## src/rtl/splitter_pkg.sv

```systemverilog
package splitter_pkg;
  localparam int unsigned LANES   = 4;
  localparam int unsigned DATA_W  = 8 * LANES;
  localparam int unsigned ADDR_W  = 32;
  localparam int unsigned BUS_AW  = 26;
  localparam int unsigned OFF_W   = $clog2(LANES);
  localparam int unsigned CNT_W   = OFF_W + 1;

  typedef enum logic [1:0] {
    SZ_WORD = 2'b00,
    SZ_BYTE = 2'b01,
    SZ_HALF = 2'b10
  } bsize_e;

  typedef enum logic [1:0] {
    ST_IDLE,
    ST_ADDR,
    ST_WAIT
  } st_e;

  function automatic logic [CNT_W-1:0] size_bytes(input logic [1:0] sz);
    case (sz)
      SZ_BYTE: size_bytes = CNT_W'(1);
      SZ_HALF: size_bytes = CNT_W'(2);
      default: size_bytes = CNT_W'(4);
    endcase
  endfunction
endpackage

```

## src/rtl/frag_plan.sv

```systemverilog
module frag_plan
  import splitter_pkg::*;
(
  input  logic [OFF_W-1:0] off_i,
  input  logic [CNT_W-1:0] remain_i,
  output logic [1:0]       tsiz_o,
  output logic [CNT_W-1:0] nbytes_o
);
  // widest naturally aligned piece that does not overrun the request
  always_comb begin
    if (off_i == '0 && remain_i == CNT_W'(4)) begin
      tsiz_o   = SZ_WORD;
      nbytes_o = CNT_W'(4);
    end else if (!off_i[0] && remain_i >= CNT_W'(2)) begin
      tsiz_o   = SZ_HALF;
      nbytes_o = CNT_W'(2);
    end else begin
      tsiz_o   = SZ_BYTE;
      nbytes_o = CNT_W'(1);
    end
  end
endmodule

```

## src/rtl/lane_steer.sv

```systemverilog
module lane_steer
  import splitter_pkg::*;
(
  input  logic [OFF_W-1:0]  off_i,
  input  logic [OFF_W-1:0]  idx_i,
  input  logic [CNT_W-1:0]  nbytes_i,
  input  logic [DATA_W-1:0] wbuf_i,
  input  logic [DATA_W-1:0] bus_rdata_i,
  input  logic [DATA_W-1:0] rbuf_i,
  output logic [DATA_W-1:0] lanes_o,
  output logic [DATA_W-1:0] rbuf_nxt_o
);
  // byte b of a big-endian word sits at bits [DATA_W-1-8b -: 8]
  for (genvar j = 0; j < LANES; j++) begin : g_wlane
    always_comb begin
      int src;
      src = int'(idx_i) + j - int'(off_i);
      if (j >= int'(off_i) && j < int'(off_i) + int'(nbytes_i))
        lanes_o[8*(LANES-1-j) +: 8] = wbuf_i[8*(LANES-1-(src % LANES)) +: 8];
      else
        lanes_o[8*(LANES-1-j) +: 8] = 8'h00;
    end
  end

  for (genvar k = 0; k < LANES; k++) begin : g_rbyte
    always_comb begin
      int lane;
      lane = int'(off_i) + k - int'(idx_i);
      if (k >= int'(idx_i) && k < int'(idx_i) + int'(nbytes_i))
        rbuf_nxt_o[8*(LANES-1-k) +: 8] = bus_rdata_i[8*(LANES-1-(lane % LANES)) +: 8];
      else
        rbuf_nxt_o[8*(LANES-1-k) +: 8] = rbuf_i[8*(LANES-1-k) +: 8];
    end
  end
endmodule

```

## src/rtl/misalign_splitter.sv

```systemverilog
module misalign_splitter
  import splitter_pkg::*;
(
  input  logic              clk_i,
  input  logic              rst_ni,
  input  logic              req_i,
  input  logic              we_i,
  input  logic [1:0]        size_i,
  input  logic [ADDR_W-1:0] addr_i,
  input  logic [DATA_W-1:0] wdata_i,
  output logic              busy_o,
  output logic              done_o,
  output logic [DATA_W-1:0] rdata_o,
  output logic              ts_no,
  output logic              rdwr_no,
  output logic [1:0]        tsiz_o,
  output logic [BUS_AW-1:0] bus_addr_o,
  output logic [DATA_W-1:0] bus_data_o,
  input  logic [DATA_W-1:0] bus_data_i,
  input  logic              ta_ni
);
  st_e               state_q;
  logic [ADDR_W-1:0] cur_addr_q;
  logic [CNT_W-1:0]  remain_q, total_q;
  logic [OFF_W-1:0]  idx_q;
  logic              we_q, done_q;
  logic [DATA_W-1:0] wbuf_q, rbuf_q, rdata_q;

  logic [CNT_W-1:0]  frag_n, req_n;
  logic [DATA_W-1:0] lanes, rbuf_nxt;
  logic              last_ack;

  frag_plan u_plan (
    .off_i    (cur_addr_q[OFF_W-1:0]),
    .remain_i (remain_q),
    .tsiz_o   (tsiz_o),
    .nbytes_o (frag_n)
  );

  lane_steer u_steer (
    .off_i       (cur_addr_q[OFF_W-1:0]),
    .idx_i       (idx_q),
    .nbytes_i    (frag_n),
    .wbuf_i      (wbuf_q),
    .bus_rdata_i (bus_data_i),
    .rbuf_i      (rbuf_q),
    .lanes_o     (lanes),
    .rbuf_nxt_o  (rbuf_nxt)
  );

  assign req_n    = size_bytes(size_i);
  assign last_ack = (state_q == ST_WAIT) && !ta_ni && (remain_q == frag_n);

  always_ff @(posedge clk_i or negedge rst_ni) begin
    if (!rst_ni) begin
      state_q    <= ST_IDLE;
      cur_addr_q <= '0;
      remain_q   <= '0;
      total_q    <= '0;
      idx_q      <= '0;
      we_q       <= 1'b0;
      done_q     <= 1'b0;
      wbuf_q     <= '0;
      rbuf_q     <= '0;
      rdata_q    <= '0;
    end else begin
      done_q <= 1'b0;
      case (state_q)
        ST_IDLE: if (req_i) begin
          state_q    <= ST_ADDR;
          cur_addr_q <= addr_i;
          remain_q   <= req_n;
          total_q    <= req_n;
          idx_q      <= '0;
          we_q       <= we_i;
          // left-align so requested byte 0 is the most significant
          wbuf_q     <= wdata_i << (8 * (LANES - int'(req_n)));
          rbuf_q     <= '0;
        end
        ST_ADDR: state_q <= ST_WAIT;
        ST_WAIT: if (!ta_ni) begin
          cur_addr_q <= cur_addr_q + ADDR_W'(frag_n);
          remain_q   <= remain_q - frag_n;
          idx_q      <= idx_q + frag_n[OFF_W-1:0];
          if (!we_q) rbuf_q <= rbuf_nxt;
          if (last_ack) begin
            state_q <= ST_IDLE;
            done_q  <= 1'b1;
            if (!we_q) rdata_q <= rbuf_nxt >> (8 * (LANES - int'(total_q)));
          end else begin
            state_q <= ST_ADDR;
          end
        end
        default: state_q <= ST_IDLE;
      endcase
    end
  end

  assign busy_o     = (state_q != ST_IDLE);
  assign done_o     = done_q;
  assign rdata_o    = rdata_q;
  assign ts_no      = (state_q != ST_ADDR);
  assign rdwr_no    = !we_q;
  assign bus_addr_o = cur_addr_q[BUS_AW-1:0];
  assign bus_data_o = we_q ? lanes : '0;

  // strobe lasts one clock
  a_r9_ts_one_clock: assert property (@(posedge clk_i) disable iff (!rst_ni)
    !ts_no |=> ts_no);
  // address, size and direction held while awaiting acknowledge
  a_r9_hold_until_ack: assert property (@(posedge clk_i) disable iff (!rst_ni)
    (busy_o && !done_o && ta_ni && !($rose(busy_o))) |=>
      ($stable(bus_addr_o) && $stable(tsiz_o) && $stable(rdwr_no)) || !busy_o || !ts_no);
  // full-word transfers only on word boundaries
  a_r2_word_aligned: assert property (@(posedge clk_i) disable iff (!rst_ni)
    (!ts_no && tsiz_o == SZ_WORD) |-> bus_addr_o[1:0] == 2'b00);
  // halfword transfers never start at an odd address
  a_r6_half_even: assert property (@(posedge clk_i) disable iff (!rst_ni)
    (!ts_no && tsiz_o == SZ_HALF) |-> !bus_addr_o[0]);
  // completion pulse follows an acknowledge and lasts one clock
  a_r10_done_after_ack: assert property (@(posedge clk_i) disable iff (!rst_ni)
    $rose(done_o) |-> $past(!ta_ni));
  a_r10_done_single: assert property (@(posedge clk_i) disable iff (!rst_ni)
    done_o |=> !done_o);
  // no strobe while idle
  a_r1_idle_quiet: assert property (@(posedge clk_i) disable iff (!rst_ni)
    !busy_o |-> ts_no);
endmodule

```

## config.mk

```make
export PLATFORM = sky130hd
export DESIGN_NAME = misalign_splitter
export DESIGN_NICKNAME = d
export VERILOG_FILES = /design/src/rtl/splitter_pkg.sv /design/src/rtl/frag_plan.sv /design/src/rtl/lane_steer.sv /design/src/rtl/misalign_splitter.sv
export SDC_FILE = /design/constraint.sdc
export NUM_CORES = 1
export LEC_CHECK = 0
export CAP_MARGIN = 20
export CORE_ASPECT_RATIO = 1.1
export CORE_UTILIZATION = 40
export CTS_BUF_LIST = sky130_fd_sc_hd__clkbuf_4
export DETAILED_ROUTE_END_ITERATION = 8
export DONT_BUFFER_PORTS = 1
export SYNTH_ARGS = -nofsm -noshare
export SYNTH_HDL_FRONTEND = slang
export SYNTH_HIERARCHICAL = 1
export SYNTH_SLANG_ARGS = --single-unit
```

## constraint.sdc

```tcl
create_clock -name clk_i -period 4.05 [get_ports clk_i]
set_clock_uncertainty 0.05 [all_clocks]
set_input_delay 0.2025 -clock clk_i [delete_from_list [all_inputs] [get_ports clk_i]]
set_output_delay 0.2025 -clock clk_i [all_outputs]
set_load 0.05 [all_outputs]
```

* Word-level counts from Yosys, hierarchy flattened
Cells that the tools add are included.
** Word-level totals
- Register bits :: 140
- Output and inout port bits :: 96
- Word-level logic and storage cells :: 132
- Bits of input ports :: 103
** Cells by class
- Shift operators :: 10
- Bitwise operators :: 2
- Mux-type cells :: 34
- Equality and inequality tests :: 10
- $lt $le $gt $ge :: 15
- Reductions and logical operators :: 22
- Add/subtract/negate cells :: 29
** Operators by type and width (count)
- $shiftx 32x33->8 :: 8
- $mux 32 :: 6
- $lt 3x32->1 const A :: 4
- $pmux 32 s2 :: 2
- $mux 8 :: 8
- $add 32x3->32 :: 1
- $lt 1x32->1 const A :: 1
- $lt 2x32->1 const A :: 1
- $shl 32x32->32 :: 1
- $shr 32x32->32 :: 1
- $sub 2x2->3 const A :: 8
- $sub 2x2->2 :: 8
- $mux 2 :: 7
- $pmux 3 s2 :: 2
- $logic_and 1x1->1 :: 10
- $mux 3 :: 3
- $add 2x2->2 const B :: 4
- $add 2x3->4 :: 2
- $ge 1x2->1 const A :: 4
- $lt 1x4->1 const A :: 2
- $reduce_and 4->1 :: 2
- $sub 3x3->4 const A :: 2
- $ne 2x2->1 const B :: 3
- $pmux 2 s3 :: 1
- other kinds (18) :: 31

* Logic depth before layout (Yosys ltp)
Gate-level depths: netlist (run 1).
- Word-level depth :: 11
- Depth in mapped cells :: 14
- Gate-level depth less buffers :: 12

* By module
Netlist (run 1), hierarchy kept.
** By module, submodules not included
- misalign_splitter :: sequential area each 3353.2 µm², cells an instance 782, times used 1, area each 7270.7 µm²
- lane_steer :: sequential area each 0.0 µm², cells an instance 212, times used 1, area each 2418.6 µm²
- frag_plan :: sequential area each 0.0 µm², cells an instance 8, times used 1, area each 55.1 µm²

* Worst setup path before layout (run 1)
No wires, ideal clock.
- Path type :: register to register
- From :: register cur_addr_q[1]
- To :: register rdata_q[10] (netlist: rdata_o[10])
- Arrival time :: 3823 ps
- Library setup time :: 121 ps
- Setup slack :: 56 ps
- Period minus slack after synthesis :: 3994 ps
- Stages on the path, launching flop included :: 13
- Path through :: dfrtp_1 o21ai_0 a21oi_1 inv_1 fa_1 a211oi_1 mux2i_1 clkbuf_1 o22ai_2 mux2_2 mux2i_1 o21ai_0 a22o_1
** On the way
- Cells in the longest elaborated chain, start to end :: 8
- Elaborated cells between the ends (all ways) :: 34
** Ends and longest elaborated chain
- start, declared :: line misalign_splitter.sv:23 : logic [ADDR_W-1:0] cur_addr_q;
- start signal, assigned :: line misalign_splitter.sv:71 : cur_addr_q <= addr_i;
- start signal, assigned :: line misalign_splitter.sv:82 : cur_addr_q <= cur_addr_q + ADDR_W'(frag_n);
- $logic_not 2->1 :: line frag_plan.sv:11 : if (off_i == '0 && remain_i == CNT_W'(4)) begin
- $logic_and 1x1->1 :: line frag_plan.sv:11
- $mux 3 :: line frag_plan.sv:11
- via frag_n[1] :: line misalign_splitter.sv:29 : logic [CNT_W-1:0] frag_n, req_n;
- $add 2x3->4 :: line lane_steer.sv:29 : if (k >= int'(idx_i) && k < int'(idx_i) + int'(nbytes_i))
- $lt 3x32->1 :: line lane_steer.sv:29
- $logic_and 1x1->1 :: line lane_steer.sv:29
- $mux 8 :: line lane_steer.sv:29
- via rbuf_nxt[10] :: line misalign_splitter.sv:30 : logic [DATA_W-1:0] lanes, rbuf_nxt;
- $shr 32x32->32 :: line misalign_splitter.sv:89 : if (!we_q) rdata_q <= rbuf_nxt >> (8 * (LANES - int'(total_q)));
- end signal, assigned :: line misalign_splitter.sv:89
- end, declared :: line misalign_splitter.sv:27 : logic [DATA_W-1:0] wbuf_q, rbuf_q, rdata_q;
The timed path passes the listed nets, and every way through them passes these cells.
A chain may end at the register's enable or synchronous reset.

* Worst setup path after layout (run 1)
- From :: register cur_addr_q[0]
- To :: output port bus_data_o[27]
** On the way
- Cells in the longest elaborated chain, start to end :: 9
- Elaborated cells between the ends (all ways) :: 15
** Ends and longest elaborated chain
- branches (longest 7 deep; another with $sub 2x2->3)
- $mux 8 (*) :: line lane_steer.sv:18 : if (j >= int'(off_i) && j < int'(off_i) + int'(nbytes_i))
- via lanes[27] :: line misalign_splitter.sv:30
- $mux 32 (*) :: line misalign_splitter.sv:105 : assign bus_data_o = we_q ? lanes : '0;
- end, declared :: line misalign_splitter.sv:18 : output logic [DATA_W-1:0] bus_data_o,
Mark *: on every way through the listed nets, which the timed path passes.

==> results.json, run 1 <==
{
  "status": "complete, no violations",
  "timing.fmax_mhz": 264,
  "critical_path.max_stage_delay_ns": 0.52,
  "worst_path_max_delay_cell": "dfrtp_1",
  "drv_slew": 0,
  "clock-sinks": 134,
  "start_kind": "flop",
  "setup-violations-final": 0,
  "h-tree-depth": 4,
  "layout-drive-gt1-share": 0.157,
  "worst-path-max-fanout": 11,
  "r2r_cells": 12,
  "synth_top_area_share": 0.344,
  "numCtsBuffers": 17,
  "grt_pass1_vias": 8023,
  "pin_count": 199,
  "ys_seq_area_frac": 0.344,
  "avgSynthCellArea_um2": 9.72,
  "vias": 8062,
  "yosys_warnings": 6,
  "syn_inst": 1002,
  "relSlewSlack": 0.342,
  "clockBufferDepth": 2,
  "async_flop_share": 1.00,
  "numPlacedInstances": 1271,
  "end_kind": "primary output",
  "hold_path.class": "in2reg",
  "wl_per_cell_um": 20.0,
  "grt_pass1_wl_mm": 44.3,
  "num_rows": 59,
  "synth-seq-cells": 134,
  "r2r_start": "cur_addr_q[0]",
  "gp_congestion": 0.824,
  "hold_depth": 4,
  "postCtsSetupRepairBufs": 0,
  "viasPerCell": 5.84,
  "dr.pass1.iters": 5,
  "syn_nets": 1126,
  "grt_max_degree": 135,
  "nNetsFinal": 1186,
  "die_h_um": 166,
  "synthesis.area_mm2": 0.00974,
  "insertion_delay_ns": 0.53,
  "die_x_um": 151,
  "core-area_mm2": 0.0238,
  "drt_iter0_drc": 383,
  "start_util": 0.410,
  "antenna_found_initial": 1,
  "area_delta_synth_final_pct": 16.2,
  "yosysTopAreaCell": "dfrtp_1",
  "fin_cells": 1381,
  "drc": 0,
  "tritoncts": "done",
  "finalCritPeriodShare": 0.934,
  "rrSetupSlack_ns": 0.58,
  "placed_area_mm2": 0.0102,
  "wl_mm": 27.6,
  "ys_top_cells_by_area": "dfrtp_1 34%, mux2i_1 8.8%, mux2_2 6.9%",
  "clk_pin_slew_ns": 0.13,
  "worstPathCellList": "o21bai_2, buf_4, ha_1, fa_1, and2_1, a21oi_1, buf_4, o31ai_1, buf_4, nor2b_1, and2_1",
  "crit_arrival_ns": 3.53,
  "rsz0062_at_grt": "false",
  "synth_edf_count": 0,
  "fin_crit_ns": 3.78,
  "final_cell_area_mm2": 0.0113,
  "cp.required_ns": 3.80,
  "min_to": "total_q[1]",
  "hpwl_mm": 19.4,
  "hold_start": "size_i[0]",
  "ys.flop_type": "dfrtp_1",
  "cts_root_buf": "clkbuf_4",
  "drv_cap": 0,
  "grt_usage": 0.227,
  "r2r_end": "rdata_o[6]",
  "cpMostUsedCell": "buf_4",
  "io_buffer_count": 0,
  "ys_types": 71,
  "antenna_left": 0,
  "die_area_mm2": 0.0250,
  "grt-ovfl-total": 0,
  "tightest_slew_ns": 0.982,
  "setup_tns_ns": 0,
  "critPathKind": "reg2out",
  "finalHoldViolations": 0
}
==> critical path, delay by kind of cell, from the launching register on <==
family,cells,cell delay [ns]
DFF,1,0.52
and+or+nand+nor,3,0.80
buffers and inverters,3,0.59
adders and majority gates,2,0.62
AOI/OAI and AO/OA,3,0.48
==> layer usage <==
layer	global-route usage	wire (um)	vias up
met5	0	0	-
met4	0.0613	416	0
met3	0.0419	1320	27
met2	0.385	14000	234
met1	0.293	11800	3985
li1	-	-	3816
==> final cells by class <==
type	instances	area, um^2
antenna	2	5.00
clock buffer	18	135
clock inverter	13	149
fill	2257	12400
inverter	27	101
multi-input combinational	765	5950
sequential	134	3350
tap	305	382
timing repair buffer	117	1240
==> stage by stage <==
| step | hold WS [ns] | util | worst slack, ns |
|---|---|---|---|
| 6_report | 0.0927 | 0.476 | 0.267 |
| 5_1_grt | 0.0521 | 0.476 | 0.0462 |
| 4_1_cts | 0.00151 | 0.475 | 0.140 |
| 3_5_place_dp | -0.128 | 0.431 | 0.576 |
| 3_3_place_gp | -0.130 | 0.431 | 0.622 |
| 2_1_floorplan | -0.143 | - | 0.0557 |
==> kinds of logic after synthesis <==
| logic type | count (synthesis) | synth area share |
|---|---|---|
| and+or+nand+nor | 341 | 0.177 |
| AOI/OAI and AO/OA | 216 | 0.150 |
| muxes | 178 | 0.239 |
| DFF | 134 | 0.344 |
| buffers and inverters | 103 | 0.0484 |
| adders and majority gates | 21 | 0.0300 |
| xor gates and xnor gates | 9 | 0.0116 |
==> sequential cells by signal (all words and copies together), names as in the netlist <==
| name | flops |
|---|---|
| cur_addr_q | 26 |
| idx_q | 2 |
| done_o | 1 |
| we_q | 1 |
| total_q | 3 |
| rdata_o | 32 |
| wbuf_q | 32 |
| state_q | 2 |
| remain_q | 3 |
| rbuf_q | 32 |
==> how the worst max path moves through the flow <==
stage                              from             end  slack (ns)
after global routing      cur_addr_q[0]  bus_data_o[31]        0.05
after global placement    cur_addr_q[0]      rdata_o[6]        0.62
after CTS                 cur_addr_q[0]  bus_data_o[15]        0.14
after detailed placement  cur_addr_q[0]      rdata_o[6]        0.58
after floorplan           cur_addr_q[1]     rdata_o[10]        0.06
final                     cur_addr_q[0]  bus_data_o[27]        0.27
==> placed cells by master (no fill, tap or decap), drive strengths merged, types with 8 or more instances in the layout <==
| master | count |
|---|---|
| dfrtp | 134 |
| nand2 | 132 |
| mux2i | 86 |
| dlygate4sd3 | 75 |
| o21ai | 69 |
| mux2 | 60 |
| and2 | 44 |
| nor2 | 44 |
| a21oi | 42 |
| buf | 42 |
| a22o | 35 |
| mux4 | 32 |
| nand3 | 31 |
| inv | 30 |
| nor2b | 26 |
| nor3 | 21 |
| clkbuf | 18 |
| ha | 17 |
| a211oi | 14 |
| nand4 | 8 |
| and4 | 8 |
==> synthesized netlist by cell type, drive strengths merged, types with 2 or more instances <==
cell type / number
a211o: 5
a211oi: 14
a21oi: 42
a221oi: 2
a22o: 35
a22oi: 5
a2bb2oi: 4
a311oi: 7
and2: 44
and3: 4
and4: 8
buf: 37
clkbuf: 39
dfrtp: 134
fa: 4
ha: 17
inv: 26
mux2: 60
mux2i: 86
mux4: 32
nand2: 132
nand2b: 5
nand3: 31
nand4: 8
nor2: 44
nor2b: 26
nor3: 21
nor3b: 2
nor4: 4
o2111ai: 2
o211ai: 6
o21a: 2
o21ai: 69
o21bai: 2
o22ai: 5
o2bb2ai: 2
o311ai: 5
or3: 2
or4: 7
xnor2: 6
xor2: 3
==> what timing repair did <==
action / in CTS / in global routing
endpoints found under the setup margin: 0 / 3
resized for setup: 0 / 1
hold endpoints to repair: 199 / 1
hold buffers: 75 / 1
Power of run 1 is not shown: default switching activity piles up to over one toggle a cycle in this logic, so the estimate is an artifact.
==> inputs of run 2 (changes only) <==
Settings changed: ABC_AREA set to 1, SYNTH_HIERARCHICAL 1 to not set.
==> results.json, run 2 <==
{
  "postCtsSetupRepairBufs": 0,
  "grt_pass1_wl_mm": 46.0,
  "numCtsBuffers": 17,
  "avgSynthCellArea_um2": 6.57,
  "finalHoldViolations": 0,
  "nNetsFinal": 1617,
  "ys_top_cells_by_area": "dfrtp_1 36%, nand2_1 18%, o21ai_0 7.7%",
  "synth-seq-cells": 134,
  "tritoncts": "done",
  "hold_depth": 4,
  "critPathKind": "reg2out",
  "fin_ws_ns": 0.211,
  "viasPerCell": 5.26,
  "synth_top_area_share": 0.357,
  "end_kind": "primary output",
  "post_cts_resized": 0,
  "hold_path.class": "in2reg",
  "drv_cap": 0,
  "layout-drive-gt1-share": 0.0880,
  "synth_common_cells": "459 x nand2_1, 147 x inv_1, 144 x o21ai_0, 138 x nand3_1, 134 x dfrtp_1",
  "setup-violations-final": 0,
  "status": "complete, no violations",
  "fin_crit_ns": 3.84,
  "clockBufferDepth": 2,
  "start_kind": "flop",
  "antenna_found_initial": 1,
  "dr.pass1.iters": 5,
  "async_flop_share": 1.00,
  "ys_seq_area_frac": 0.357,
  "rsz0062_at_grt": "false",
  "final_common_cell": "nand2_1",
  "die_area_mm2": 0.0241,
  "drv_slew": 0,
  "yosysTopAreaCell": "dfrtp_1",
  "relSlewSlack": 0.338,
  "ys.flop_type": "dfrtp_1",
  "tightest_slew_ns": 0.992,
  "start_util": 0.409,
  "cp.required_ns": 3.80,
  "die_x_um": 148,
  "crit_arrival_ns": 3.59,
  "synth_edf_count": 0,
  "hpwl_mm": 21.1,
  "grt_usage": 0.246,
  "layout_common_cells": "459 x nand2_1, 147 x inv_1, 143 x o21ai_0",
  "grt_max_degree": 135,
  "area_delta_synth_final_pct": 18.1,
  "r2r_cells": 15,
  "syn_inst": 1429,
  "ys_types": 45,
  "num_rows": 58,
  "wl_per_cell_um": 16.2,
  "place_worst_setup_slack_ns": 0.901,
  "wl_mm": 29.4,
  "pin_count": 199,
  "drc": 0,
  "synthesis.area_mm2": 0.00938,
  "grt-ovfl-total": 0,
  "setup_tns_ns": 0,
  "multi_input_area_mm2": 0.00527,
  "rrSetupSlack_ns": 0.95,
  "finalCritPeriodShare": 0.948,
  "yosys_warnings": 0,
  "syn_nets": 1548,
  "core-area_mm2": 0.0229,
  "synth.most_common_cell": "nand2_1",
  "worst-path-max-fanout": 8,
  "drt_iter0_drc": 492,
  "cts_root_buf": "clkbuf_4",
  "grt_pass1_vias": 8890,
  "seqCellArea_mm2": 0.00335,
  "insertion_delay_ns": 0.55,
  "timing.fmax_mhz": 260,
  "clk_pin_slew_ns": 0.13,
  "utilization": 0.483,
  "h-tree-depth": 4,
  "vias": 9525,
  "gp_congestion": 0.891,
  "io_buffer_count": 0,
  "die_h_um": 163,
  "clock-sinks": 134,
  "antenna_left": 0,
  "fillCellCount": 2402
}
-- run 2: cell types whose count changed after synthesis, moves of 26 or more --
cell / delta
a22o_1: -35
and2_1: -41
inv_1: +121
mux2_2: -60
mux2i_1: -78
nand2_1: +327
nand3_1: +107
nor2_1: +52
nor2b_1: -26
o21ai_0: +80
o22ai_1: +42
-- run 2: cells by family after synthesis --
group,Yosys count,synth area share
AO/OA/AOI/OAI,294,0.173
XOR/XNOR,7,0.00654
adder cells (fa/ha/maj),16,0.0229
flip-flops,134,0.357
buffers and inverters,222,0.0950
multiplexers,8,0.00854
AND/OR/NAND/NOR,748,0.336
-- run 2: per-stage QoR --
| stage | hold WS, ns | area (um^2) | instances |
|---|---|---|---|
| 2_1_floorplan | -0.143 | 9480 | 1429 |
| 3_3_place_gp | -0.135 | 10000 | 1709 |
| 3_5_place_dp | -0.135 | 10000 | 1709 |
| 4_1_cts | 0.00264 | 11000 | 1809 |
| 5_1_grt | 0.00701 | 11100 | 1812 |
| 6_report | 0.0254 | 11100 | 1812 |
-- run 2: per-layer routing --
metal,global-route usage,part of all wire
met2,0.434,0.50
met1,0.294,0.42
met3,0.0445,0.044
met4,0.0975,0.036
met5,0,0
-- run 2: what timing repair did --
action                                  CTS  global route
hold buffers                             68             0
endpoints found under the setup margin    0             0
endpoints found under the hold margin   198             0
-- run 2: worst max-delay path: stages (launching register included) --
cell      delay (ns)
dfrtp_1         0.44
inv_1           0.20
o21ai_1         0.12
or2_2           0.32
inv_1           0.21
ha_1            0.30
xnor2_1         0.17
o21ai_0         0.26
nand3_2         0.43
a211oi_4        0.39
buf_12          0.18
-- run 2: final timing paths --
kind	startpoint	end
worst min register to register	wbuf_q[27]	wbuf_q[27]
min in group asynchronous	rst_ni	cur_addr_q[24]
worst min-delay path	bus_data_i[31]	rbuf_q[7]
worst max-delay path	cur_addr_q[0]	bus_data_o[10]
worst max register to register	cur_addr_q[0]	rdata_o[7]
max in group asynchronous	rst_ni	remain_q[0]
-- run 2: layout make-up --
cell class	count	share of cell area
timing repair buffer	115	0.106
inverter	157	0.0532
clock buffer	18	0.0122
tap	300	0.0339
sequential	134	0.303
multi-input combinational	1073	0.476
clock inverter	14	0.0158
antenna	1	0.000226
Power of run 2 is left out for the same reason.
==> inputs of run 3 (changes only) <==
==> constraint.sdc (replaced) <==
create_clock -name clk_i -period 4.05 [get_ports clk_i]
set_clock_uncertainty 0.05 [all_clocks]
set_input_delay 0.6075 -clock clk_i [delete_from_list [all_inputs] [get_ports clk_i]]
set_output_delay 0.6075 -clock clk_i [all_outputs]
set_load 0.05 [all_outputs]
==> results.json, run 3 (synthesis gave the netlist of run 2 again) <==
{
  "final_cell_area_mm2": 0.0104,
  "die_x_um": 148,
  "nNetsFinal": 1551,
  "numCtsBuffers": 17,
  "fin_cells": 1746,
  "hold_depth": 2,
  "timing.fmax_mhz": 264,
  "status": "complete, no violations",
  "gp_congestion": 0.838,
  "hold_path.class": "in2reg",
  "antenna_left": 0,
  "cp_num_buf_inv": 3,
  "crit_arrival_ns": 3.13,
  "finalHoldViolations": 0,
  "critPathKind": "reg2out",
  "insertion_delay_ns": 0.54,
  "relSlewSlack": 0.314,
  "layout-drive-gt1-share": 0.0948,
  "clock-sinks": 134,
  "pin_count": 199,
  "rrSetupSlack_ns": 0.83,
  "die_area_mm2": 0.0241,
  "final_common_cell": "nand2_1",
  "grt_pass1_wl_mm": 44.5,
  "multi_input_area_mm2": 0.00529,
  "r2r_end": "rdata_o[0]",
  "hpwl_mm": 21.0,
  "critical_path.max_stage_delay_ns": 0.44,
  "viasPerCell": 5.29,
  "fillCellCount": 2440,
  "clk_pin_slew_ns": 0.14,
  "grt_max_degree": 135,
  "wl_mm": 28.5,
  "setup-violations-final": 0,
  "layout_common_cells": "459 x nand2_1, 146 x inv_1, 142 x o21ai_0",
  "drv_cap": 0,
  "dr.pass1.iters": 5,
  "worstPathCellList": "nor2_2, nand3_2, inv_1, or2_2, clkinvlp_4, ha_1, xnor2_1, o21ai_1, nand3_4, a211oi_4, buf_12",
  "antenna_found_initial": 1,
  "grt_pass1_vias": 8538,
  "seqCellArea_mm2": 0.00335,
  "r2r_cells": 17,
  "setup_tns_ns": 0,
  "end_kind": "primary output",
  "die_h_um": 163,
  "cpLargestDelayFamily": "simple AND/OR/NAND/NOR gates",
  "area_delta_synth_final_pct": 10.7,
  "worst-path-max-fanout": 8,
  "io_buffer_count": 0,
  "tightest_slew_ns": 1.03,
  "numPlacedInstances": 1711,
  "wl_per_cell_um": 16.3,
  "grt_usage": 0.238,
  "hold_start": "ta_ni",
  "clockBufferDepth": 2,
  "vias": 9235,
  "num_rows": 58,
  "drv_slew": 0,
  "tritoncts": "done",
  "cts_root_buf": "clkbuf_4",
  "r2r_start": "cur_addr_q[0]",
  "grt-ovfl-total": 0,
  "h-tree-depth": 4,
  "core-area_mm2": 0.0229,
  "start_util": 0.409,
  "drt_iter0_drc": 565,
  "placed_area_mm2": 0.0101,
  "start_kind": "flop",
  "worst_path_max_delay_cell": "dfrtp_2",
  "drc": 0,
  "cp.required_ns": 3.39,
  "fin_crit_ns": 3.79,
  "finalCritPeriodShare": 0.935,
  "rsz0062_at_grt": "false",
  "min_to": "state_q[1]"
}
-- run 3: cell count changes in the layout (fill, tap and decap cells not counted), moves of 2 or more --
cell,previous run,this run
inv_6,2,5
inv_8,0,5
clkinvlp_4,2,4
bufinv_16,3,1
dlygate4sd3_1,67,1
clkinv_4,5,0
-- run 3: worst reg2reg max path: cells and delay by family, from the launching register on --
kind	cells	cell delay (ns)
AND/OR/NAND/NOR	12	1.60
adder cells (fa/ha/maj)	1	0.47
buffers and inverters	4	0.56
flip-flops	1	0.44
-- run 3: worst max path at each step --
stage / end / slack (ns) / depth (start not counted) / startpoint
after global placement: bus_data_o[10] / 0.66 / 11 / cur_addr_q[1]
after detailed placement: bus_data_o[10] / 0.65 / 11 / cur_addr_q[0]
after floorplan: bus_data_o[10] / 0.12 / 9 / cur_addr_q[0]
after CTS: bus_data_o[10] / 0.005 / 11 / cur_addr_q[0]
after global routing: bus_data_o[10] / 0.003 / 11 / cur_addr_q[1]
final: bus_data_o[10] / 0.26 / 11 / cur_addr_q[0]
-- run 3: layer usage --
metal,GRT usage,up-vias,part of all wire
met1,0.282,4221,0.41
met2,0.423,269,0.50
met3,0.0426,52,0.058
met5,0,-,0
li1,-,4693,-
met4,0.0993,0,0.030
-- run 3: final cells by class --
class,count,area share
multi-input cells,1073,0.509
diodes,1,0.000241
inverters,157,0.0571
clock buffers,17,0.0123
clock inverters,15,0.0152
repair buffers,49,0.0472
flip-flops and latches,134,0.323
well taps,300,0.0361
-- run 3: through the flow --
step	setup slack [ns]	hold WS, ns	util
floorplan	0.119	0.262	-
finish	0.263	0.108	0.453
global placement	0.663	0.271	0.438
detailed placement	0.650	0.273	0.438
global route	0.00316	0.0689	0.453
CTS	0.00477	0.0568	0.452
-- run 3: repair_timing --
item,CTS,global route
hold buffers,2,0
setup buffers,0,0
endpoints found under the setup margin,0,8
endpoints found under the hold margin,134,0
gates resized for setup,0,2
Power of run 3 is left out for the same reason.
